**src/rtl/secc_pkg.sv**
```systemverilog
package secc_pkg;
  localparam int SECTOR_BYTES = 512;
  localparam int BYTE_W       = 8;
  localparam int ADDR_W       = $clog2(SECTOR_BYTES);
  localparam int BIT_W        = $clog2(BYTE_W);
  localparam int CODE_BYTES   = 3;
  localparam int CODE_W       = CODE_BYTES * BYTE_W;
  localparam int PACK_W       = 32;
  localparam int HALF_W       = PACK_W / 2;
  localparam int CNT_W        = $clog2(PACK_W + 1);
  localparam int LOC_W        = ADDR_W + BIT_W;
  localparam logic [PACK_W-1:0] ERASED_PACK = 32'h0FFF_0FFF;

  typedef enum logic [1:0] {
    ST_CLEAN = 2'd0,
    ST_FIXED = 2'd1,
    ST_EBAD  = 2'd2,
    ST_MULTI = 2'd3
  } ecc_status_e;

  typedef enum logic [2:0] {
    F_IDLE, F_EVAL, F_READ, F_WAIT, F_WRITE
  } fix_state_e;
endpackage

```
**src/rtl/secc_pack.sv**
```systemverilog
module secc_pack
  import secc_pkg::*;
#(
  parameter int IN_W  = CODE_W,
  parameter int OUT_W = PACK_W
) (
  input  logic [IN_W-1:0]  code_i,
  output logic [OUT_W-1:0] pack_o
);
  localparam int NIB = BYTE_W / 2;

  // byte 0 -> low byte of low half, byte 1 -> low byte of high half,
  // byte 2 split by nibble into the byte above each of those.
  always_comb begin
    pack_o = '0;
    pack_o[0 +: BYTE_W]               = code_i[0 +: BYTE_W];
    pack_o[HALF_W +: BYTE_W]          = code_i[BYTE_W +: BYTE_W];
    pack_o[BYTE_W +: NIB]             = code_i[2*BYTE_W +: NIB];
    pack_o[HALF_W + BYTE_W +: NIB]    = code_i[2*BYTE_W + NIB +: NIB];
  end
endmodule

```
**src/rtl/secc_classify.sv**
```systemverilog
module secc_classify
  import secc_pkg::*;
#(
  parameter int W       = PACK_W,
  parameter int A_W     = ADDR_W,
  parameter int B_W     = BIT_W,
  parameter int PAIRS   = LOC_W
) (
  input  logic [W-1:0]   stored_p_i,
  input  logic [W-1:0]   calc_p_i,
  output ecc_status_e    cls_o,
  output logic [A_W-1:0] byte_o,
  output logic [B_W-1:0] bit_o
);
  localparam int LOC_LSB = W / 2;
  localparam int C_W     = $clog2(W + 1);

  logic [W-1:0]   diff;
  logic [C_W-1:0] ones;

  assign diff = stored_p_i ^ calc_p_i;

  always_comb begin
    ones = '0;
    for (int i = 0; i < W; i++) ones = ones + C_W'(diff[i]);
  end

  // location taken from the upper half of the difference
  assign bit_o  = diff[LOC_LSB +: B_W];
  assign byte_o = diff[LOC_LSB + B_W +: A_W];


  always_comb begin
    if (diff == '0)                                   cls_o = ST_CLEAN;
    else if (ones == C_W'(PAIRS))                     cls_o = ST_FIXED;
    else if (ones == C_W'(1))                         cls_o = ST_EBAD;
    else if (stored_p_i == ERASED_PACK && calc_p_i == '0) cls_o = ST_CLEAN;
    else                                              cls_o = ST_MULTI;
  end
endmodule

```
**src/rtl/secc_flip_ctl.sv**
```systemverilog
module secc_flip_ctl
  import secc_pkg::*;
#(
  parameter int A_W = ADDR_W,
  parameter int D_W = BYTE_W,
  parameter int B_W = BIT_W
) (
  input  logic           clk,
  input  logic           rst_n,
  input  logic           start_i,
  input  ecc_status_e    cls_i,
  input  logic [A_W-1:0] byte_i,
  input  logic [B_W-1:0] bit_i,
  output logic           accept_o,
  output logic           done_o,
  output ecc_status_e    status_o,
  output logic [A_W-1:0] fix_byte_o,
  output logic [B_W-1:0] fix_bit_o,
  output logic           rd_req_o,
  output logic [A_W-1:0] rd_addr_o,
  input  logic [D_W-1:0] rd_data_i,
  output logic           wr_en_o,
  output logic [A_W-1:0] wr_addr_o,
  output logic [D_W-1:0] wr_data_o
);
  fix_state_e     state;
  logic [A_W-1:0] tgt_byte;
  logic [B_W-1:0] tgt_bit;

  // new work is taken only when idle
  assign accept_o = start_i && (state == F_IDLE);

  always_ff @(posedge clk or negedge rst_n) begin
    if (!rst_n) begin
      state      <= F_IDLE;
      tgt_byte   <= '0;
      tgt_bit    <= '0;
      done_o     <= 1'b0;
      status_o   <= ST_CLEAN;
      fix_byte_o <= '0;
      fix_bit_o  <= '0;
      rd_req_o   <= 1'b0;
      rd_addr_o  <= '0;
      wr_en_o    <= 1'b0;
      wr_addr_o  <= '0;
      wr_data_o  <= '0;
    end else begin
      done_o   <= 1'b0;
      rd_req_o <= 1'b0;
      wr_en_o  <= 1'b0;
      unique case (state)
        F_IDLE: if (start_i) state <= F_EVAL;
        F_EVAL: begin
          if (cls_i == ST_FIXED) begin
            tgt_byte  <= byte_i;
            tgt_bit   <= bit_i;
            rd_req_o  <= 1'b1;
            rd_addr_o <= byte_i;
            state     <= F_READ;
          end else begin
            status_o   <= cls_i;
            fix_byte_o <= '0;
            fix_bit_o  <= '0;
            done_o     <= 1'b1;
            state      <= F_IDLE;
          end
        end
        F_READ: state <= F_WAIT;
        F_WAIT: begin
          wr_en_o   <= 1'b1;
          wr_addr_o <= tgt_byte;
          wr_data_o <= rd_data_i ^ (D_W'(1) << tgt_bit);
          state     <= F_WRITE;
        end
        F_WRITE: begin
          status_o   <= ST_FIXED;
          fix_byte_o <= tgt_byte;
          fix_bit_o  <= tgt_bit;
          done_o     <= 1'b1;
          state      <= F_IDLE;
        end
        default: state <= F_IDLE;
      endcase
    end
  end

  a_r8_read_single: assert property (@(posedge clk) disable iff (!rst_n)
    rd_req_o |=> !rd_req_o);
  a_r8_write_after_read: assert property (@(posedge clk) disable iff (!rst_n)
    wr_en_o |-> $past(rd_req_o, 2));
  a_r4_same_byte: assert property (@(posedge clk) disable iff (!rst_n)
    wr_en_o |-> wr_addr_o == $past(rd_addr_o, 2));
  a_r4_one_bit: assert property (@(posedge clk) disable iff (!rst_n)
    wr_en_o |-> $countones(wr_data_o ^ $past(rd_data_i)) == 1);
  a_r8_done_pulse: assert property (@(posedge clk) disable iff (!rst_n)
    done_o |=> !done_o);
  a_r3_loc_zero: assert property (@(posedge clk) disable iff (!rst_n)
    status_o != ST_FIXED |-> (fix_byte_o == '0 && fix_bit_o == '0));
  a_r4_fixed_after_write: assert property (@(posedge clk) disable iff (!rst_n)
    (done_o && status_o == ST_FIXED) |-> $past(wr_en_o));
endmodule

```
**src/rtl/sector_ecc_fixer.sv**
```systemverilog
module sector_ecc_fixer
  import secc_pkg::*;
(
  input  logic                clk,
  input  logic                rst_n,
  input  logic                start,
  input  logic [CODE_W-1:0]   stored_code,
  input  logic [CODE_W-1:0]   calc_code,
  output logic                done,
  output logic [1:0]          status,
  output logic [ADDR_W-1:0]   fix_byte,
  output logic [BIT_W-1:0]    fix_bit,
  output logic                buf_rd_req,
  output logic [ADDR_W-1:0]   buf_rd_addr,
  input  logic [BYTE_W-1:0]   buf_rd_data,
  output logic                buf_wr_en,
  output logic [ADDR_W-1:0]   buf_wr_addr,
  output logic [BYTE_W-1:0]   buf_wr_data
);
  localparam int NCODES = 2;

  logic [CODE_W-1:0] codes_in [NCODES];
  logic [PACK_W-1:0] packed_in [NCODES];
  logic [PACK_W-1:0] packed_q  [NCODES];
  logic              accept;
  ecc_status_e       cls;
  ecc_status_e       st_q;
  logic [ADDR_W-1:0] loc_byte;
  logic [BIT_W-1:0]  loc_bit;

  assign codes_in[0] = stored_code;
  assign codes_in[1] = calc_code;

  for (genvar g = 0; g < NCODES; g++) begin : g_pack
    secc_pack u_pack (.code_i(codes_in[g]), .pack_o(packed_in[g]));

    always_ff @(posedge clk or negedge rst_n) begin
      if (!rst_n)      packed_q[g] <= '0;
      else if (accept) packed_q[g] <= packed_in[g];
    end
  end

  secc_classify u_cls (
    .stored_p_i (packed_q[0]),
    .calc_p_i   (packed_q[1]),
    .cls_o      (cls),
    .byte_o     (loc_byte),
    .bit_o      (loc_bit)
  );

  secc_flip_ctl u_ctl (
    .clk        (clk),
    .rst_n      (rst_n),
    .start_i    (start),
    .cls_i      (cls),
    .byte_i     (loc_byte),
    .bit_i      (loc_bit),
    .accept_o   (accept),
    .done_o     (done),
    .status_o   (st_q),
    .fix_byte_o (fix_byte),
    .fix_bit_o  (fix_bit),
    .rd_req_o   (buf_rd_req),
    .rd_addr_o  (buf_rd_addr),
    .rd_data_i  (buf_rd_data),
    .wr_en_o    (buf_wr_en),
    .wr_addr_o  (buf_wr_addr),
    .wr_data_o  (buf_wr_data)
  );

  assign status = st_q;

  // no write reaches the buffer for a result other than a repair
  a_r5_no_write_on_reject: assert property (@(posedge clk) disable iff (!rst_n)
    (done && status != 2'd1) |-> !$past(buf_wr_en));
  // captured codes move only on an accepted start
  a_r9_hold_when_busy: assert property (@(posedge clk) disable iff (!rst_n)
    (start && !accept) |=> $stable(packed_q[0]) && $stable(packed_q[1]));
endmodule

```
**config.mk**
```make
export PLATFORM = sky130hd
export DESIGN_NAME = sector_ecc_fixer
export DESIGN_NICKNAME = d
export VERILOG_FILES = /design/src/rtl/secc_pkg.sv /design/src/rtl/secc_pack.sv /design/src/rtl/secc_classify.sv /design/src/rtl/secc_flip_ctl.sv /design/src/rtl/sector_ecc_fixer.sv
export SDC_FILE = /design/constraint.sdc
export NUM_CORES = 1
export LEC_CHECK = 0
export CORE_ASPECT_RATIO = 0.7
export CORE_MARGIN = 1
export CORE_UTILIZATION = 43
export DETAILED_ROUTE_END_ITERATION = 16
export DONT_BUFFER_PORTS = 1
export GPL_TIMING_DRIVEN = 0
export PLACE_DENSITY = 0.59
export SYNTH_ARGS = -nofsm -noshare
export SYNTH_HDL_FRONTEND = slang
export SYNTH_SLANG_ARGS = --single-unit
```
**constraint.sdc**
```tcl
create_clock -name clk -period 9.94 [get_ports clk]
set_input_delay 0.497 -clock clk [delete_from_list [all_inputs] [get_ports clk]]
set_output_delay 0.497 -clock clk [all_outputs]
set_load 0.03 [all_outputs]
```
==> impl_metrics.toml <==
[setup_path]
cp_slowest_cell = "fa_1"
cp_num_buf_inv = 5
crit_required_ns = 10.17
cp_cell_sequence = "xor2_1 -> inv_1 -> ha_1 -> inv_1 -> fa_1 -> fa_1 -> fa_1 -> fa_1 -> fa_1 -> inv_1 -> fa_1 -> inv_1 -> fa_1 -> nor2b_1 -> o21ai_0 -> nand3b_1 -> nor4_1 -> nand3_2 -> buf_8 -> mux2_4"
crit_top_cell = "fa_1"
reg2reg_from = "packed_q[33]$_DFFE_PN0P_"
cp.arrival_ns = 6.41
cp_top_family = "adder cells"
cp-start-kind = "flip-flop"
r2r_end = "u_ctl.rd_addr_o[7]$_DFFE_PN0P_"
critPathMaxFanout = 10
crit_type = "reg -> reg"
reg2regPathDepth = 20
reg2reg_setup_slack_ns = 3.75
worstSetupEndpointType = "flip-flop"
crit_path_max_incr_delay_ns = 0.55

[yosys]
synth.net_count = 481
synth_edf_count = 0
ys_ff_latch = 97
synth_warnings = 0
postSynthAreaPerCell_um2 = 12.0
async_reset_ff_share_pct = 100
synth-seq-area-share_pct = 50.9
synthCells = 397
synth_flop_cell = "dfrtp_1"
yosysUniqueCellTypes = 40
synth.cell_area_um2 = 4770

[min_path]
hp-class = "in -> async"

[sta]
max_freq_mhz = 162
tightest_slew_ns = 0.721
rsz0062_at_grt = "no"
max_slew_margin_pct = 51.9
fin_crit_ns = 6.19
slew_violations = 0
fin_crit_sh_pct = 62.2
setup_viol = 0
finalHoldViolCount = 0
finClkSkew_ns = 0.00759
fin_setup_tns_ns = 0

[floorplan]
rows = 31
boundaryPins = 102
core_um2 = 10600
dieArea_um2 = 11500
start_util_pct = 45.2
die_y_um = 90.1
die_w_um = 128

[global_routing]
grt_pass1_vias = 3069
grt_pass1_wl_um = 16900
grt-ovfl-total = 0
grt_antenna_before_repair = 3
grt.total_usage_pct = 19.7
grt_start_max_net_pins = 98

[layout]
final_common_cell = "dfrtp_1"
syn_to_final_growth_pct = 10.2
multiInputGateArea_um2 = 2120
layout-drive-gt1-share_pct = 18.6
final_cell_mix = "dfrtp_1 (97), mux2_2 (52), inv_1 (40)"
num-fill-cells = 969
register_area_um2 = 2430
nNetsFinal = 493

[clock_network]
cts_made_buffers = 9
cts_tree = "built"
clk_pin_slew_ns = 0.07
clkSinkCount = 97
cts.htree.levels = 3
cts.path.max_buffers = 2
clk_latency_ns = 0.34
cts_setup_buffers = 0
ctsRootBufferMaster = "clkbuf_16"

[routing]
wl_um = 10400
viasPerCell = 5.15
routedWlPerCell_um = 18.5
dr.pass1.iters = 4
vias = 2897
drc = 0
drtIter0Drc = 98
drt.antenna.violating_nets = 0

[flow_run]
maxCapViolations = 0

[place]
hpwl_um = 8050
port_buffers = 0
place.gp.congestion = 0.795

[outcome]
status = "finished, final reports clean"
==> final cells by class <==
| type | count | area share, % |
|---|---|---|
| antenna | 1 | 0.0476 |
| inverter | 40 | 2.86 |
| buffer | 13 | 1.33 |
| sequential | 97 | 46.2 |
| tap | 148 | 3.52 |
| clock inverter | 6 | 0.833 |
| clock buffer | 10 | 4.36 |
| timing repair buffer | 1 | 0.524 |
| multi-input combinational | 247 | 40.3 |
==> synth_stat cells, drive strengths merged, types with 2 or more instances <==
library cell  count  area share, %
ha                8            2.1
inv              40            3.1
nor2             21            1.7
nor4b             2           0.37
nor2b             2           0.26
fa               17            7.1
xor2             16            2.9
nand3b            3           0.47
mux2             53             13
nand2            31            2.4
clkbuf            9           0.71
buf               4           0.76
mux2i             7            1.5
nand4b            2           0.37
o21ai            14            1.5
nor3             11            1.2
nand4             5           0.66
dfrtp            97             51
xnor2            18            3.5
nand3             6           0.73
a211oi            7            1.1
nor3b             2           0.31
nor4bb            8            1.7
nor4              3           0.39
==> sequential cells by signal, summed over array words and instances, names as in the netlist <==
signal / count
packed_q: 48
u_ctl.done_o: 1
u_ctl.fix_bit_o: 3
u_ctl.fix_byte_o: 9
u_ctl.rd_addr_o: 9
u_ctl.rd_req_o: 1
u_ctl.state: 3
u_ctl.status_o: 2
u_ctl.tgt_bit: 3
u_ctl.wr_addr_o: 9
u_ctl.wr_data_o: 8
u_ctl.wr_en_o: 1
==> metrics by stage <==
stage | cell area, µm² | util (%) | instances | hold slack, ns | setup WS, ns
2_1_floorplan | 4770 | - | 397 | 0.201 | 4.18
3_3_place_gp | 4950 | 47.0 | 545 | 0.205 | 3.79
3_5_place_dp | 4950 | 47.0 | 545 | 0.205 | 3.74
4_1_cts | 5250 | 49.8 | 562 | 0.0969 | 3.69
5_1_grt | 5260 | 49.8 | 563 | 0.0912 | 3.38
6_report | 5260 | 49.8 | 563 | 0.0772 | 3.75
==> per-layer routing <==
layer  wire length, µm  up-vias  track usage [%]
met3               760        9             7.62
met2              4480       69             28.0
met4               103        2             5.00
li1                  -     1360                -
met5                10        -                0
met1              5070     1457             28.1
==> worst register-to-register path: stages, from the launching register on <==
cell and delay [ns]:
dfrtp_1 0.41, xor2_1 0.20, inv_1 0.06, ha_1 0.27, inv_1 0.05, fa_1 0.51
fa_1 0.52, fa_1 0.53, fa_1 0.53, fa_1 0.55, inv_1 0.06, fa_1 0.43
inv_1 0.08, fa_1 0.20, nor2b_1 0.06, o21ai_0 0.16, nand3b_1 0.11, nor4_1 0.52
nand3_2 0.30, buf_8 0.25, mux2_4 0.29
==> cell families after synthesis <==
family                   after synthesis  share of synthesized area, %
XOR/XNOR                              34                          6.40
flip-flops                            97                          50.9
buffers and inverters                 53                          4.62
AND/OR/NAND/NOR                      101                          11.2
AO/OA/AOI/OAI                         27                          3.54
multiplexers                          60                          14.1
adder cells (fa/ha/maj)               25                          9.24
==> how the worst max path moves through the flow <==
stage               cells past startpoint                             end                startpoint
finish                                 20  u_ctl.rd_addr_o[7]$_DFFE_PN0P_  packed_q[33]$_DFFE_PN0P_
global route                           20  u_ctl.rd_addr_o[7]$_DFFE_PN0P_  packed_q[33]$_DFFE_PN0P_
CTS                                    20  u_ctl.rd_addr_o[7]$_DFFE_PN0P_  packed_q[33]$_DFFE_PN0P_
detailed placement                     20  u_ctl.rd_addr_o[7]$_DFFE_PN0P_  packed_q[33]$_DFFE_PN0P_
global placement                       20  u_ctl.rd_addr_o[7]$_DFFE_PN0P_  packed_q[33]$_DFFE_PN0P_
floorplan                              20  u_ctl.rd_addr_o[7]$_DFFE_PN0P_  packed_q[33]$_DFFE_PN0P_
==> what timing repair did <==
action                                 CTS  global route
hold buffers                             1             0
endpoints found under the hold margin   97             0
gates resized for setup                  0             0
Power is not shown: default switching activity piles up to over one toggle a cycle in this logic, so the estimate is an artifact.
